### config.mk
export PLATFORM = sky130hd
export DESIGN_NAME = seg_word_mover
export DESIGN_NICKNAME = d
export VERILOG_FILES = /design/src/rtl/seg_pkg.sv /design/src/rtl/seg_base_file.sv /design/src/rtl/seg_addr_gen.sv /design/src/rtl/seg_byte_seq.sv /design/src/rtl/seg_word_mover.sv
export SDC_FILE = /design/constraint.sdc
export NUM_CORES = 1
export LEC_CHECK = 0
export ABC_AREA = 1
export BUFFER_PORTS_ARGS = -buffer_cell sky130_fd_sc_hd__clkbuf_2
export CAP_MARGIN = 40
export CORE_ASPECT_RATIO = 0.6
export CORE_MARGIN = 4
export CORE_UTILIZATION = 40
export CTS_BUF_LIST = sky130_fd_sc_hd__clkbuf_8
export DETAILED_ROUTE_END_ITERATION = 16
export PLACE_DENSITY = 0.7
export SLEW_MARGIN = 20
export SYNTH_ARGS = -nofsm -noshare
export SYNTH_HDL_FRONTEND = slang
export SYNTH_HIERARCHICAL = 1
export SYNTH_SLANG_ARGS = --single-unit
export TNS_END_PERCENT = 30
### constraint.sdc
create_clock -name clk -period 3.7 [get_ports clk]
set_input_delay 0.74 -clock clk [delete_from_list [all_inputs] [get_ports clk]]
set_output_delay 0.74 -clock clk [all_outputs]
set_load 0.1 [all_outputs]
### src/rtl/seg_pkg.sv
package seg_pkg;

    localparam int PHYS_W = 20;
    localparam int OFF_W  = 16;
    localparam int SEG_W  = 16;
    localparam int NSEG   = 4;
    localparam int SEL_W  = $clog2(NSEG);

    typedef enum logic [1:0] {
        SEG_ES = 2'd0,
        SEG_CS = 2'd1,
        SEG_SS = 2'd2,
        SEG_DS = 2'd3
    } seg_id_t;

    typedef enum logic [1:0] {
        ACC_RD   = 2'd0,
        ACC_WR   = 2'd1,
        ACC_RMW  = 2'd2,
        ACC_RD2  = 2'd3
    } acc_kind_t;

    typedef enum logic [2:0] {
        ST_IDLE,
        ST_RD_LO,
        ST_RD_HI,
        ST_MOD,
        ST_WR_LO,
        ST_WR_HI,
        ST_FIN
    } seq_state_t;

    typedef struct packed {
        logic [PHYS_W-1:0] lo;
        logic [PHYS_W-1:0] hi;
    } addr_pair_t;

    function automatic logic is_write_state(seq_state_t s);
        return (s == ST_WR_LO) || (s == ST_WR_HI);
    endfunction

    function automatic logic is_mem_state(seq_state_t s);
        return (s == ST_RD_LO) || (s == ST_RD_HI) || is_write_state(s);
    endfunction

endpackage

### src/rtl/seg_base_file.sv
module seg_base_file
    import seg_pkg::*;
#(
    parameter int N      = NSEG,
    parameter int SW     = SEG_W,
    parameter int PW     = PHYS_W,
    parameter int RST_HI = int'(SEG_CS)
) (
    input  logic                      clk,
    input  logic                      rst,
    input  logic                      wr,
    input  logic [$clog2(N)-1:0]      wr_sel,
    input  logic [SW-1:0]             wr_val,
    output logic [N-1:0][PW-1:0]      bases
);
    localparam int SH = PW - SW;

    for (genvar i = 0; i < N; i++) begin : g_seg
        localparam logic [PW-1:0] RST_VAL =
            (i == RST_HI) ? {{SW{1'b1}}, {SH{1'b0}}} : '0;

        always_ff @(posedge clk) begin
            if (rst) begin
                bases[i] <= RST_VAL;
            end else if (wr && (wr_sel == i[$clog2(N)-1:0])) begin
                bases[i] <= {wr_val, {SH{1'b0}}};
            end
        end
    end
endmodule

### src/rtl/seg_addr_gen.sv
module seg_addr_gen
    import seg_pkg::*;
#(
    parameter int N  = NSEG,
    parameter int PW = PHYS_W,
    parameter int OW = OFF_W
) (
    input  logic [N-1:0][PW-1:0]  bases,
    input  logic [$clog2(N)-1:0]  sel,
    input  logic [OW-1:0]         off,
    output addr_pair_t            pair
);
    logic [PW-1:0] base_s;
    logic [PW-1:0] lo_a;

    always_comb begin
        base_s  = bases[sel];
        lo_a    = base_s + {{(PW-OW){1'b0}}, off};
        pair.lo = lo_a;
        // Offset wrap keeps the high byte inside the segment; otherwise the
        // increment wraps naturally at the top of the physical space.
        pair.hi = (&off) ? base_s : lo_a + 1'b1;
    end
endmodule

### src/rtl/seg_byte_seq.sv
module seg_byte_seq
    import seg_pkg::*;
#(
    parameter int PW = PHYS_W,
    parameter int DW = 16
) (
    input  logic            clk,
    input  logic            rst,
    input  logic            start,
    input  addr_pair_t      pair_i,
    input  logic            word_i,
    input  acc_kind_t       kind_i,
    input  logic [DW-1:0]   wdata_i,
    input  logic            mod_valid,
    input  logic [DW-1:0]   mod_data,
    input  logic [7:0]      mem_rdata,
    output logic            mem_en,
    output logic            mem_we,
    output logic [PW-1:0]   mem_addr,
    output logic [7:0]      mem_wdata,
    output logic            mod_req,
    output logic [DW-1:0]   rdata,
    output logic            busy,
    output logic            done
);
    seq_state_t    st_q, st_d;
    addr_pair_t    pair_q;
    logic          word_q;
    acc_kind_t     kind_q;
    logic [DW-1:0] wbuf_q;
    logic [DW-1:0] rbuf_q;
    seq_state_t    after_rd;

    always_comb begin
        after_rd = (kind_q == ACC_RMW) ? ST_MOD : ST_FIN;
        st_d     = st_q;
        unique case (st_q)
            ST_IDLE:  if (start) st_d = (kind_i == ACC_WR) ? ST_WR_LO : ST_RD_LO;
            ST_RD_LO: st_d = word_q ? ST_RD_HI : after_rd;
            ST_RD_HI: st_d = after_rd;
            ST_MOD:   if (mod_valid) st_d = ST_WR_LO;
            ST_WR_LO: st_d = word_q ? ST_WR_HI : ST_FIN;
            ST_WR_HI: st_d = ST_FIN;
            ST_FIN:   st_d = ST_IDLE;
            default:  st_d = ST_IDLE;
        endcase
    end

    always_ff @(posedge clk) begin
        if (rst) begin
            st_q   <= ST_IDLE;
            pair_q <= '0;
            word_q <= 1'b0;
            kind_q <= ACC_RD;
            wbuf_q <= '0;
            rbuf_q <= '0;
        end else begin
            st_q <= st_d;
            unique case (st_q)
                ST_IDLE: if (start) begin
                    pair_q <= pair_i;
                    word_q <= word_i;
                    kind_q <= kind_i;
                    wbuf_q <= wdata_i;
                    rbuf_q <= '0;
                end
                ST_RD_LO: rbuf_q[7:0]  <= mem_rdata;
                ST_RD_HI: rbuf_q[15:8] <= mem_rdata;
                ST_MOD:   if (mod_valid) wbuf_q <= mod_data;
                default: ;
            endcase
        end
    end

    always_comb begin
        mem_en    = is_mem_state(st_q);
        mem_we    = is_write_state(st_q);
        mem_addr  = ((st_q == ST_RD_HI) || (st_q == ST_WR_HI)) ? pair_q.hi : pair_q.lo;
        mem_wdata = (st_q == ST_WR_HI) ? wbuf_q[15:8] : wbuf_q[7:0];
        mod_req   = (st_q == ST_MOD);
        busy      = (st_q != ST_IDLE);
        done      = (st_q == ST_FIN);
        rdata     = rbuf_q;
    end
endmodule

### src/rtl/seg_word_mover.sv
module seg_word_mover
    import seg_pkg::*;
(
    input  logic                clk,
    input  logic                rst,
    input  logic                seg_wr,
    input  logic [SEL_W-1:0]    seg_wr_sel,
    input  logic [SEG_W-1:0]    seg_wr_val,
    input  logic                req_valid,
    input  logic [SEL_W-1:0]    req_seg,
    input  logic [OFF_W-1:0]    req_off,
    input  logic                req_word,
    input  logic [1:0]          req_kind,
    input  logic [15:0]         req_wdata,
    input  logic                mod_valid,
    input  logic [15:0]         mod_data,
    output logic                mod_req,
    output logic [15:0]         rdata,
    output logic                busy,
    output logic                done,
    output logic                mem_en,
    output logic                mem_we,
    output logic [PHYS_W-1:0]   mem_addr,
    output logic [7:0]          mem_wdata,
    input  logic [7:0]          mem_rdata
);
    logic [NSEG-1:0][PHYS_W-1:0] bases;
    addr_pair_t                  pair;

    seg_base_file #(.N(NSEG), .SW(SEG_W), .PW(PHYS_W), .RST_HI(int'(SEG_CS))) u_bases (
        .clk    (clk),
        .rst    (rst),
        .wr     (seg_wr),
        .wr_sel (seg_wr_sel),
        .wr_val (seg_wr_val),
        .bases  (bases)
    );

    seg_addr_gen #(.N(NSEG), .PW(PHYS_W), .OW(OFF_W)) u_agen (
        .bases (bases),
        .sel   (req_seg),
        .off   (req_off),
        .pair  (pair)
    );

    seg_byte_seq #(.PW(PHYS_W), .DW(16)) u_seq (
        .clk       (clk),
        .rst       (rst),
        .start     (req_valid),
        .pair_i    (pair),
        .word_i    (req_word),
        .kind_i    (acc_kind_t'(req_kind)),
        .wdata_i   (req_wdata),
        .mod_valid (mod_valid),
        .mod_data  (mod_data),
        .mem_rdata (mem_rdata),
        .mem_en    (mem_en),
        .mem_we    (mem_we),
        .mem_addr  (mem_addr),
        .mem_wdata (mem_wdata),
        .mod_req   (mod_req),
        .rdata     (rdata),
        .busy      (busy),
        .done      (done)
    );
endmodule

# After elaboration in Yosys (flattened, before gate mapping)
# Cells that the tools add are included.
[word_totals]
rom_bits = 0
output_inout_bits = 49
ff_bits = 142
word_cells = 66
ramBits = 0
inputBits = 84
latchBits = 0
n_memories = 0
[op_classes]
n_div = 0
n_mul = 0
eq_ne = 13
shifts = 0
n_bitwise = 0
n_reduce_logical = 20
muxes = 18
addsub = 2
n_lt_le_gt_ge = 1
[op_table]
columns = ["op", "count"]
rows = [
  ["$mux 20", 3],
  ["$mux 16", 3],
  ["$bmux 20 s2", 1],
  ["$pmux 16 s2", 1],
  ["$pmux 8 s2", 2],
  ["$add 20x1->20 const B", 1],
  ["$add 20x16->20", 1],
  ["$pmux 3 s6", 1],
  ["$reduce_and 16->1", 1],
  ["$mux 3", 5],
  ["$eq 3x3->1 const B", 3],
  ["$mux 8", 1],
  ["$reduce_and 2->1", 4],
  ["$eq 2x2->1 const B", 3],
  ["$eq 3x2->1 const B", 2],
  ["$reduce_bool 2->1", 3],
  ["$eq 2x1->1 const B", 2],
  ["$logic_and 1x1->1", 4],
  ["$logic_or 1x1->1", 4],
  ["$ne 2x2->1 const B", 2],
  ["$eq 3x1->1 const B", 1],
  ["$logic_not 3->1", 1],
  ["$lt 2x3->1 const B", 1],
  ["$reduce_and 3->1", 1],
  ["other kinds (3)", 3],
]

# Depth between registers and ports, before layout
# Gate-level depths: netlist (run 1).
[logic_depth]
ltp_word = 5
ltp_mapped = 25
mapped_depth_nobuf = 23

# Cells and area by module
# The synthesis (run 1) kept the hierarchy.
[by_module_without_submodules]
columns = ["module", "cells_each", "seq_area_each_um2", "instances", "area_each_um2"]
rows = [
  ["seg_byte_seq", 484, 1561.5, 1, 3445.8],
  ["seg_base_file", 401, 1281.2, 1, 2738.9],
  ["seg_addr_gen", 542, 0.0, 1, 2637.5],
]

# Least setup slack after synthesis (run 1)
# No wires, ideal clock.
[synth_timing]
kind = "register -> output"
startpoint = "reg u_seq.st_q[1]"
endpoint = "out mem_addr[0]"
stages_incl_launch_ff = 6
required_time_ps = 2960
t_arrival_ps = 3286
n_path_buf = 1
slack_ps = -326
cell_sequence = "dfxtp_1 > nor2_2 > nand2_2 > nand2_1 > clkbuf_1 > o21ai_0"
[synth_between]
elab_chain_len = 3
elab_cells_between_ends = 4
classes_between = "eq/ne (2); mux (1); reduce/logical (1)"
[synth_lines]
columns = ["element", "line_no", "rtl"]
rows = [
  ["start, declared", "seg_byte_seq.sv:26", "seq_state_t st_q, st_d;"],
  ["start signal, assigned", "seg_byte_seq.sv:58", "st_q <= st_d;"],
  ["$eq 3x2->1 or $eq 3x3->1 (tied branches)", "seg_byte_seq.sv:78", "mem_addr = ((st_q == ST_RD_HI) || (st_q == ST_WR_HI)) ? pair_q.hi : pair_q.lo;"],
  ["$logic_or 1x1->1 (*)", "seg_byte_seq.sv:78", ""],
  ["$mux 20 (*)", "seg_byte_seq.sv:78", ""],
  ["end, declared", "seg_word_mover.sv:23", "output logic [PHYS_W-1:0] mem_addr,"],
]
# Mark *: on every way between the ends. The rest lies on a longest branch, timed or not.

==> results of run 1 <==
==> layout make-up <==
cell class	count	area [um^2]	area share
Inverter	166	623	0.0595
Timing Repair Buffer	203	1300	0.124
Clock inverter	10	114	0.0109
Tap cell	279	349	0.0333
Multi-Input combinational cell	1045	4960	0.473
Sequential cell	142	2840	0.271
Clock buffer	21	289	0.0276
==> final timing paths <==
| check | start | end | cells past startpoint |
|---|---|---|---|
| max | req_seg[0] | u_seq/pair_q[19] | 20 |
| min | u_seq/pair_q[25] | u_seq/pair_q[25] | 2 |
| max reg2reg | u_bases/bases[28] | u_seq/pair_q[19] | 17 |
| min reg2reg | u_seq/pair_q[25] | u_seq/pair_q[25] | 2 |
==> per-layer routing <==
metal,up-vias,part of all wire,global-route usage,wire length (um)
met1,4223,0.52,0.327,13400
met3,15,0.067,0.0479,1720
li1,4787,-,-,-
met2,258,0.41,0.287,10500
met4,0,0.0083,0.0450,213
met5,-,0,0,0
==> kinds of logic (layout without fill, tap and decap cells) <==
family | after synthesis | count (layout) | synth area share
AO/OA/AOI/OAI | 219 | 219 | 0.130
AND/OR/NAND/NOR | 775 | 775 | 0.377
buffers and inverters | 255 | 400 | 0.122
multiplexers | 8 | 8 | 0.0102
XOR/XNOR | 9 | 9 | 0.0119
other | 1 | 16 | 0.000425
adder cells (fa/ha/maj) | 18 | 18 | 0.0264
flip-flops | 142 | 142 | 0.322
==> tightest hold or removal path, stage by stage, from the launching register on <==
cell and delay [ns]:
dfxtp_1 0.30, inv_1 0.05, a21oi_1 0.05
==> cells in the mapped netlist (all sizes together) (3+ instances only) <==
library cell  instances
dfxtp               142
o22ai                17
ha                   17
nand3               102
a21oi                88
nor3                  3
nor2                200
clkbuf               31
xor2                  7
and2                  4
nand2               425
mux2                  8
nand3b                3
nand4                36
inv                 165
buf                  58
o21ai               110
==> power by group <==
group	leakage, nW	switching (mW)	internal [mW]
registers	1.17	0.137	1.81
clock network	0.207	0.626	0.666
logic	3.90	2.73	0.879
==> registers in the layout, summed over array words and instances, names as in the netlist <==
signal,count
u_seq/word_q,1
u_seq/kind_q,2
u_seq/rdata,16
u_seq/wbuf_q,16
u_bases/bases,64
u_seq/st_q,3
u_seq/pair_q,40
==> metrics by stage <==
step / utilization / instances / total power [mW]
floorplan: - / 1442 / 4.76
global placement: 0.472 / 1835 / 5.54
detailed placement: 0.472 / 1835 / 5.57
CTS: 0.491 / 1866 / 6.89
global route: 0.491 / 1866 / 7.27
finish: 0.491 / 1866 / 6.85
==> what timing repair did <==
item,4_1_cts,5_1_grt
setup buffers,0,0
endpoints found under the setup margin,0,1
resized for setup,0,1
==> results by group, run 1 <==
Outcome
  • Status: finished clean

Finish
  • Fin nets: 1677
  • Number of diodes: 0
  • Layout cells sized above 1: 0.193
  • Commonest non-fill, non-tap cells in the layout: nand2_1 (410), nor2_1 (175), inv_1 (152)
  • P&R area growth vs syn: 18.8%
  • Fillers: 2177
  • Post-route cell area: 10500 um^2
  • Most common cell after layout, fill and taps aside: nand2_1

Routing
  • Routed len/inst: 13.8 um
  • Post-DR vias/cell: 4.97
  • Pre-antenna DRT Iters: 5
  • # DRC: 0
  • Post-DRT Antenna Nets: 0
  • Final wirelength: 25800 um
  • 1st-iter DRT viols: 874
  • Via Count: 9283

CTS
  • TritonCTS Buffers: 17
  • Sinks on Clock Net: 142
  • CTS tree: built
  • Hold_buf cts: 0
  • CTS clk-pin slew, worst paths: 0.08 ns
  • Max Buffers Root-to-Sink: 2
  • Later-pin clock latency in the skew report: 0.46 ns
  • H-tree Lvls: 4
  • Clock root cell: clkbuf_8

Die
  • Initial core utilization: 0.413
  • Core Footprint: 21300 um^2
  • Die area: 24600 um^2
  • Die height: 123 um
  • Die Span X: 200 um
  • Standard-cell rows: 41
  • IO Count: 133

Logic synthesis
  • Syn Std Cell Area: 8820 um^2
  • Post-synth EDFFs: 0
  • Largest area contributor in the netlist: dfxtp_1
  • Sequential area share after synthesis: 0.322
  • Mapped Cells: 1427
  • #FFs+latches synth: 142
  • Post-synth top area share: 0.322
  • Netlist cell types: 39
  • Synth async-reset ratio: 0
  • Yosys warnings: 6
  • Post-synth top flop: dfxtp_1
  • Synthesized area per cell: 6.18 um^2
  • Most area-consuming cells after synthesis: dfxtp_1 (32%), nand2_1 (17%), nor2_1 (7.4%), inv_1 (6.4%), nand3_1 (5.4%)

Worst setup path
  • Critical path peak fanout: 12
  • Critical Path, Cell by Cell: clkbuf_2 -> inv_2 -> buf_4 -> o21ai_0 -> o22ai_1 -> ha_1 -> nand2_1 -> buf_4 -> nor2_1 -> nand3_1 -> nand4_1 -> nand2_1 -> nor2_1 -> buf_4 -> nand4_1 -> o21bai_1 -> nand3_1 -> nand2_1 -> nand2_1 -> a21oi_1
  • Req. time, crit path: 4.08 ns
  • Slowest-stage cell, CP: ha_1
  • Register-to-Register Setup Slack: 0.71 ns
  • Cell family with most CP delay: simple AND/OR/NAND/NOR gates
  • Worst Setup Path Type: in2reg
  • CP startpoint kind: input pin
  • Crit path DAT: 3.87 ns
  • Buffer and inverter count on the worst path: 5
  • Critical Path Max Stage Delay: 0.38 ns
  • Crit. End Element: flip-flop
  • Most used cell, CP: nand2_1

Global routing
  • First-pass GRT wire length: 41600 um
  • GRT overflow: 0
  • Initial antenna violation count: 0
  • Tot GR Track Use: 0.209
  • Pin count of the biggest net entering global routing: 67
  • Vias in the first global route: 8174

Placement
  • Port Buffers: 132
  • Placed inst area: 10100 um^2
  • GPL Wtd Cong: 0.954
  • Pre-CTS setup slack: -0.197 ns
  • HPWL Detailed: 19400 um

Timing
  • Clock Skews: 0.0133 ns
  • Final Max Tran Viols: 0
  • Maximum operating frequency: 286 MHz
  • Hold Slack: 0.450 ns
  • Setup TNS: 0 ns
  • Slew Limit Headroom: 0.470
  • Fin crit share: 0.944
  • Fin. Hold Viols: 0
  • Fin worst setup slack: 0.206 ns
  • Final setup vio count: 0
  • RSZ-0062 raised after global routing: no
  • Tmin final: 3.49 ns
  • Measured slew at the worst slew-check pin: 0.794 ns

Min path
  • HP Class: reg2reg

Pwr
  • Max IR drop VDD: 372 uV
  • Lkg Pwr: 5.27 nW
  • Pwr dens: 653 nW/um^2

Run
  • Max-Cap Viols: 0
No activity file was read; power rests on OpenSTA's default activity.
==> run 2, diff against run 1 <==
--- a/config.mk
+++ b/config.mk
@@ -11,7 +11,7 @@
 export CORE_ASPECT_RATIO = 0.6
 export CORE_MARGIN = 4
 export CORE_UTILIZATION = 40
-export CTS_BUF_LIST = sky130_fd_sc_hd__clkbuf_8
+export CTS_BUF_LIST = sky130_fd_sc_hd__clkbuf_4
 export DETAILED_ROUTE_END_ITERATION = 16
 export PLACE_DENSITY = 0.7
 export SLEW_MARGIN = 20
==> run 2 against run 1 <==
  * Critical endpoint unchanged
  * Utilization down 0.63 points
  * Fmax up 2.1%
  * Final cell count about the same
  * Clock skew up 0.013 ns
  * Final area down 1.3%
  * Non-clock buffer count unchanged
  * Sequential power about the same
  * Power down 4.3%
  * Clock-buffer cell count down 2
==> results by group, run 2 (synthesis gave the netlist of run 1 again) <==
Outcome
  • Status: finished clean

Worst setup path
  • R2r worst-path depth: 17
  • Cell family with most CP delay: simple AND/OR/NAND/NOR gates
  • CP startpoint kind: input pin
  • Most used cell, CP: nand2_1
  • Critical Path Stages: 20
  • Req. time, crit path: 4.18 ns
  • Buffer and inverter count on the worst path: 5
  • Crit path DAT: 3.90 ns
  • Critical Path Max Stage Delay: 0.38 ns
  • Worst Setup Path Type: in2reg
  • Critical Path, Cell by Cell: clkbuf_2 -> inv_2 -> buf_4 -> o21ai_0 -> o22ai_1 -> ha_1 -> nand2_1 -> buf_4 -> nor2_1 -> nand3_1 -> nand4_1 -> nand2_1 -> nor2_1 -> buf_4 -> nand4_1 -> o21bai_1 -> nand3_1 -> nand2_1 -> nand2_1 -> a21oi_1
  • Crit. End Element: flip-flop
  • Critical path peak fanout: 12
  • Slowest-stage cell, CP: ha_1

Timing
  • Hold Slack: 0.414 ns
  • Fin. Hold Viols: 0
  • Final Max Tran Viols: 0
  • Final setup vio count: 0
  • Maximum operating frequency: 292 MHz
  • Slew Limit Headroom: 0.471
  • Clock Skews: 0.0262 ns
  • RSZ-0062 raised after global routing: no
  • Fin crit share: 0.925
  • Tmin final: 3.42 ns
  • Measured slew at the worst slew-check pin: 0.792 ns
  • Setup TNS: 0 ns

CTS
  • Max Buffers Root-to-Sink: 2
  • TritonCTS Buffers: 17
  • Later-pin clock latency in the skew report: 0.57 ns
  • Clock root cell: clkbuf_4
  • CTS clk-pin slew, worst paths: 0.13 ns
  • CTS tree: built
  • H-tree Lvls: 4
  • Sinks on Clock Net: 142

Global routing
  • First-pass GRT wire length: 41400 um
  • Vias in the first global route: 8131
  • Initial antenna violation count: 1
  • Pin count of the biggest net entering global routing: 67
  • Tot GR Track Use: 0.207
  • GRT overflow: 0

Routing
  • Routed len/inst: 13.8 um
  • Post-DR vias/cell: 4.98
  • Post-DRT Antenna Nets: 0
  • Via Count: 9295
  • Final wirelength: 25700 um
  • Pre-antenna DRT Iters: 6
  • # DRC: 0
  • 1st-iter DRT viols: 984

Pwr
  • PnR Total Power: 6.55 mW
  • Max IR drop VDD: 372 uV
  • Pwr dens: 633 nW/um^2
  • Lkg Pwr: 5.20 nW

Placement
  • Port Buffers: 132
  • HPWL Detailed: 19400 um
  • GPL Wtd Cong: 0.954

Finish
  • Fin nets: 1677
  • Layout cells sized above 1: 0.193
  • P&R area growth vs syn: 17.3%
  • Top reg by flops: u_bases/bases
  • Largest regs: u_bases/bases (64), u_seq/pair_q (40)
  • Final core occ: 0.485
  • Commonest non-fill, non-tap cells in the layout: nand2_1 (409), nor2_1 (175), inv_1 (150)
  • Most common cell after layout, fill and taps aside: nand2_1
  • Largest register FFs: 64

Min path
  • WHS Path Cells: 3
  • HP Class: in2reg

Die
  • Initial core utilization: 0.413
  • Core Footprint: 21300 um^2
  • Die Span X: 200 um
  • Die height: 123 um
  • Die area: 24600 um^2
  • IO Count: 133
  • Standard-cell rows: 41

Run
  • Max-Cap Viols: 0
-- run 2: final cells by class --
type                            count  area (um^2)
Tap cell                          279          349
Clock buffer                       19          143
Inverter                          166          623
Antenna cell                        1         2.50
Clock inverter                     12          121
Multi-Input combinational cell   1045         4960
Timing Repair Buffer              203         1300
Sequential cell                   142         2840
Fill cell                        2196        11000
-- run 2: through the flow --
step | instance area [um^2] | cells | worst slack (ns)
after floorplan | 8880 | 1442 | -0.326
after global placement | 10100 | 1835 | -0.0865
after detailed placement | 10100 | 1835 | -0.197
after CTS | 10300 | 1866 | 0.0184
after global routing | 10300 | 1867 | 0.0579
final | 10300 | 1867 | 0.277
-- run 2: worst paths after layout --
kind                           end         startpoint  slack [ns]
setup / recovery  u_seq/pair_q[19]         req_seg[0]        0.28
hold reg to reg   u_seq/pair_q[33]   u_seq/pair_q[33]        0.46
setup reg to reg  u_seq/pair_q[19]  u_bases/bases[28]        0.66
hold / removal      u_seq/rdata[8]       mem_rdata[0]        0.41
-- run 2: tightest hold or removal path, stage by stage --
cell      delay [ns]
clkbuf_2        0.09
nand2_1         0.06
a21oi_1         0.05
-- run 2: layer usage --
| layer | global-route usage | vias up | wire length, um |
|---|---|---|---|
| met5 | 0 | - | 0 |
| met4 | 0.0339 | 0 | 134 |
| met3 | 0.0512 | 7 | 1960 |
| met2 | 0.284 | 270 | 10400 |
| met1 | 0.327 | 4224 | 13200 |
| li1 | - | 4794 | - |
-- run 2: where the power goes --
group	internal (mW)	switching, mW	total, mW
combinational	0.881	2.72	3.60
sequential	1.81	0.138	1.95
clock	0.405	0.598	1.00
total	3.10	3.46	6.55
-- run 2: repair_timing --
| item | in CTS | in global routing |
|---|---|---|
| hold buffers | 0 | 0 |
| gates resized for setup | 0 | 2 |
| endpoints found under the setup margin | 0 | 4 |
| setup buffers | 0 | 0 |
